File: src/rtl/ones_accum_pkg.sv
package ones_accum_pkg;
  localparam int DATA_W = 8;
  localparam int NUM_CH = 3;
  localparam int SEL_W  = 2;

  typedef logic [SEL_W-1:0] sel_t;

  localparam sel_t SEL_RED  = 2'd0;
  localparam sel_t SEL_GRN  = 2'd1;
  localparam sel_t SEL_BLU  = 2'd2;
  localparam sel_t SEL_NONE = 2'd3;

  typedef struct packed {
    logic capture;
    logic accEn;
  } accStrobe_t;
endpackage

File: src/rtl/ones_accum_ctrl.sv
module ones_accum_ctrl
  import ones_accum_pkg::*;
(
  input  logic       clk,
  input  logic       rstN,
  input  logic       pixValid,
  input  logic       frameStart,
  input  sel_t       chanSel,
  output sel_t       heldSel,
  output sel_t       effSel,
  output accStrobe_t strobes
);
  sel_t selQ;

  // select is taken only on frame start; the start pixel already uses it
  always_ff @(posedge clk) begin
    if (!rstN) selQ <= SEL_RED;
    else if (frameStart) selQ <= chanSel;
  end

  always_comb begin
    effSel          = frameStart ? chanSel : selQ;
    strobes.capture = frameStart;
    strobes.accEn   = pixValid && (effSel != SEL_NONE);
  end

  assign heldSel = selQ;
endmodule

File: src/rtl/ones_accum_dp.sv
module ones_accum_dp
  import ones_accum_pkg::*;
#(
  parameter int DW    = DATA_W,
  parameter int SUM_W = 8,
  parameter int CH    = NUM_CH
) (
  input  logic                 clk,
  input  logic                 rstN,
  input  accStrobe_t           strobes,
  input  sel_t                 effSel,
  input  logic [CH-1:0][DW-1:0] chBytes,
  output logic [SUM_W-1:0]     accQ,
  output logic [SUM_W-1:0]     resultQ
);
  localparam int CNT_W = $clog2(DW + 1);

  logic [DW-1:0]    pickByte;
  logic [CNT_W-1:0] onesCnt;
  logic [SUM_W-1:0] base;
  logic [SUM_W-1:0] accNext;

  // colour mux: one candidate per channel
  logic [CH-1:0][DW-1:0] masked;
  genvar gi;
  generate
    for (gi = 0; gi < CH; gi++) begin : g_mux
      assign masked[gi] = (effSel == sel_t'(gi)) ? chBytes[gi] : '0;
    end
  endgenerate

  always_comb begin
    pickByte = '0;
    for (int i = 0; i < CH; i++) pickByte |= masked[i];
  end

  always_comb begin
    onesCnt = '0;
    for (int i = 0; i < DW; i++) onesCnt += CNT_W'(pickByte[i]);
  end

  always_comb begin
    base    = strobes.capture ? '0 : accQ;
    accNext = base + (strobes.accEn ? SUM_W'(onesCnt) : '0);
  end

  always_ff @(posedge clk) begin
    if (!rstN) begin
      accQ    <= '0;
      resultQ <= '0;
    end else begin
      accQ <= accNext;
      if (strobes.capture) resultQ <= accQ;
    end
  end
endmodule

File: src/rtl/ones_accum_top.sv
module ones_accum_top
  import ones_accum_pkg::*;
(
  input  logic       clk,
  input  logic       rstN,
  input  logic       pixValid,
  input  logic       frameStart,
  input  logic [7:0] redByte,
  input  logic [7:0] grnByte,
  input  logic [7:0] bluByte,
  input  logic [1:0] chanSel,
  output logic [7:0] frameSum
);
  accStrobe_t             strobes;
  sel_t                   heldSel;
  sel_t                   effSel;
  logic [7:0]             accQ;
  logic [NUM_CH-1:0][7:0] chBytes;

  assign chBytes = {bluByte, grnByte, redByte};

  ones_accum_ctrl u_ctrl (
    .clk(clk), .rstN(rstN), .pixValid(pixValid), .frameStart(frameStart),
    .chanSel(chanSel), .heldSel(heldSel), .effSel(effSel), .strobes(strobes)
  );

  ones_accum_dp #(.DW(8), .SUM_W(8), .CH(NUM_CH)) u_dp (
    .clk(clk), .rstN(rstN), .strobes(strobes), .effSel(effSel),
    .chBytes(chBytes), .accQ(accQ), .resultQ(frameSum)
  );
endmodule

File: config.mk
export PLATFORM = sky130hd
export DESIGN_NAME = ones_accum_top
export DESIGN_NICKNAME = d
export VERILOG_FILES = /design/src/rtl/ones_accum_pkg.sv /design/src/rtl/ones_accum_ctrl.sv /design/src/rtl/ones_accum_dp.sv /design/src/rtl/ones_accum_top.sv
export SDC_FILE = /design/constraint.sdc
export NUM_CORES = 1
export LEC_CHECK = 0
export ABC_AREA = 1
export ABC_CLOCK_PERIOD_IN_PS = 9600
export BUFFER_PORTS_ARGS = -buffer_cell sky130_fd_sc_hd__buf_2
export CAP_MARGIN = 20
export CORE_MARGIN = 3
export CORE_UTILIZATION = 40
export CTS_BUF_LIST = sky130_fd_sc_hd__clkbuf_4 sky130_fd_sc_hd__clkbuf_8
export CTS_CLUSTER_DIAMETER = 200
export DETAILED_ROUTE_END_ITERATION = 8
export PLACE_DENSITY = 0.72
export SYNTH_ARGS = -nofsm -noshare
export SYNTH_HDL_FRONTEND = slang
export SYNTH_SLANG_ARGS = --single-unit
File: constraint.sdc
create_clock -name clk -period 9.6 [get_ports clk]
set_input_delay 1.92 -clock clk [delete_from_list [all_inputs] [get_ports clk]]
set_output_delay 1.92 -clock clk [all_outputs]
set_load 0.02 [all_outputs]
==> run metrics <==
Placeable Area 0.00281 mm^2; Max Transition Viols Final 0; endpoints failing setup 0; final worst slack 3510 ps; Hold Buf Count CTS 0; clock buffer depth 2; post-synthesis cell count 166; Leak Pwr 0.746 nW; initial antenna violation count 0; H-tree depth 1; # resized after CTS 0; Nets 246; GRT Overall Usage 14.2%; Num CTS Buffers 3; worst flop-to-flop path endpoint u_dp.accQ[6]; DRC Markers 0; GP Congestion 0.839; vias per cell 4.74; crit path from frameStart; crit path launch type primary input; Post-Syn Nets 208; peak supply drop 0.0556 mV; Max Cap Viol 0; FF+latch count, synth 18; fraction of the yosys area taken by sequential cells 29.8%; Synth area leaders dfxtp_1 30%, nand2_1 13%, fa_1 8.3%; vias in the first global route 986; remaining antenna violation count 0; Max transition margin 76.2%; Initial Utilization 43.0%; Critical Path End Type flop; post-synthesis area per instance 7.27 um^2; n_diodes 0; R2R Setup Slk 5280 ps; crit path to u_dp.accQ[6]; CP arrival 6280 ps; Die Y-Extent 60.9 um; status finished, final reports clean; pre-CTS setup slack 3180 ps; worst-skew pair later-pin latency 290 ps; largest net degree at the start of global routing 22; Worst-Margin Slew 358 ps; clock slew at reported path FFs 90 ps; Yosys cell types 23; Cell Area, Synth 0.00121 mm^2; Yosys top cell area share 29.8%; global-route wire length before repair 3920 um; fin crit period 6090 ps; Worst Hold Class reg2reg; routed vias 1105; crit-path max FO 21; Die ar. 0.00371 mm^2; CTS tree yes; DPL Wire Length 1860 um; Area Growth Syn to Fin 18.0%; Post-Route WL 2280 um; non-filler cells, final 233; Avg WL per Cell 9.77 um; setup tns final 0 ps; critical path data required time 9800 ps; period utilization 63.4%; Critical R2R Launch u_ctrl.heldSel[0]; CTS root buffer clkbuf_4; row cnt 19; RSZ-0062 raised after global routing false; final design utilization 50.8%; R2R depth 20; Power per Cell Area 144 mW/mm^2; Post-Place Cells 230; CP Class in2reg; Fin. Hold Viols 0; FMAX 0.164 GHz; gr ovfl total 0; PortBufs 37; clk_skew 5.71 ps; DRT iter0 DRCs 38; CTS sink cnt 18; IO Pins 38; Ys Warns 0; layout cells sized above 1 25.7%; post-synth top area cell dfxtp_1; post-CTS setup buffers 0; 1st-pass router iterations 4; Die Width 60.9 um
## Yosys cell counts (all sizes together)
cell type,number
fa,5
nand2,48
nand3b,1
xor2,1
inv,19
nor2,22
dfxtp,18
buf,4
ha,7
o21ai,11
a21oi,17
nand4,1
nand3,12
## logic make-up after synthesis
family                   synth area share (%)
flip-flops                               29.8
buffers and inverters                    8.50
AND/OR/NAND/NOR                          33.5
XOR/XNOR                                0.726
adder cells (fa/ha/maj)                  15.5
AO/OA/AOI/OAI                            11.9
## worst min path at each step
stage	startpoint	end	slack, ps	cells past startpoint
after floorplan	u_dp.accQ[0]	u_dp.resultQ[0]	430	2
after global placement	u_dp.accQ[3]	u_dp.resultQ[3]	450	2
after detailed placement	u_dp.accQ[0]	u_dp.resultQ[0]	450	2
after CTS	u_dp.accQ[0]	u_dp.resultQ[0]	460	2
after global routing	u_dp.accQ[0]	u_dp.resultQ[0]	490	2
final	u_dp.accQ[0]	u_dp.resultQ[0]	460	2
## per-stage QoR
stage	area, um^2	hold WS [ps]	power [mW]
floorplan	1210	430	0.152
global placement	1400	449	0.169
detailed placement	1400	448	0.173
CTS	1430	465	0.210
global route	1430	487	0.228
finish	1430	462	0.205
## layout by cell type (no fill, tap or decap), types with 2 or more instances in the layout
master     n
nand2_2    2
nor2_4     2
inv_2      2
nand2_4    2
nand2_1   43
nand3_1   12
inv_1     16
fa_1       5
dfxtp_1   18
a21oi_1   17
nor2_1    19
ha_1       7
buf_2     37
clkbuf_4   3
o21ai_0   10
## state kept, by name, summed over array words and instances, names as in the netlist
name and cells:
u_ctrl.heldSel 2, u_dp.accQ 8, u_dp.resultQ 8
## report_power, final
group          total [mW]  switching (mW)  internal [mW]  leakage [nW]
registers          0.0848         0.00219         0.0826         0.147
clock network      0.0360          0.0214         0.0146        0.0138
logic              0.0839          0.0489         0.0349         0.585
total               0.205          0.0726          0.132         0.746
## critical path, stage by stage
cell	delay (ps)
buf_2	310
inv_2	190
nand2_2	140
nand2_8	70
nor2_4	200
nand2_1	80
nand3_1	90
ha_1	250
fa_1	540
inv_1	50
fa_1	500
fa_1	470
fa_1	500
nor2_1	70
fa_1	460
nand3_1	130
nand2_1	80
nand2_1	90
nand2_1	50
nand2_1	50
nor2_1	40
## area by class of cell
| class | count | area [um^2] |
|---|---|---|
| Timing Repair Buffer | 37 | 185 |
| Multi-Input combinational cell | 125 | 744 |
| Inverter | 19 | 73.8 |
| Sequential cell | 18 | 360 |
| Fill cell | 299 | 1380 |
| Clock buffer | 3 | 22.5 |
| Tap cell | 31 | 38.8 |
## metal layers
metal / track usage, % / share of wire (%)
met5: 0 / 0
met4: 7.43 / 2.5
met3: 2.55 / 5.9
met2: 22.6 / 44
met1: 18.1 / 48
Power figures use the tool's default switching activity.
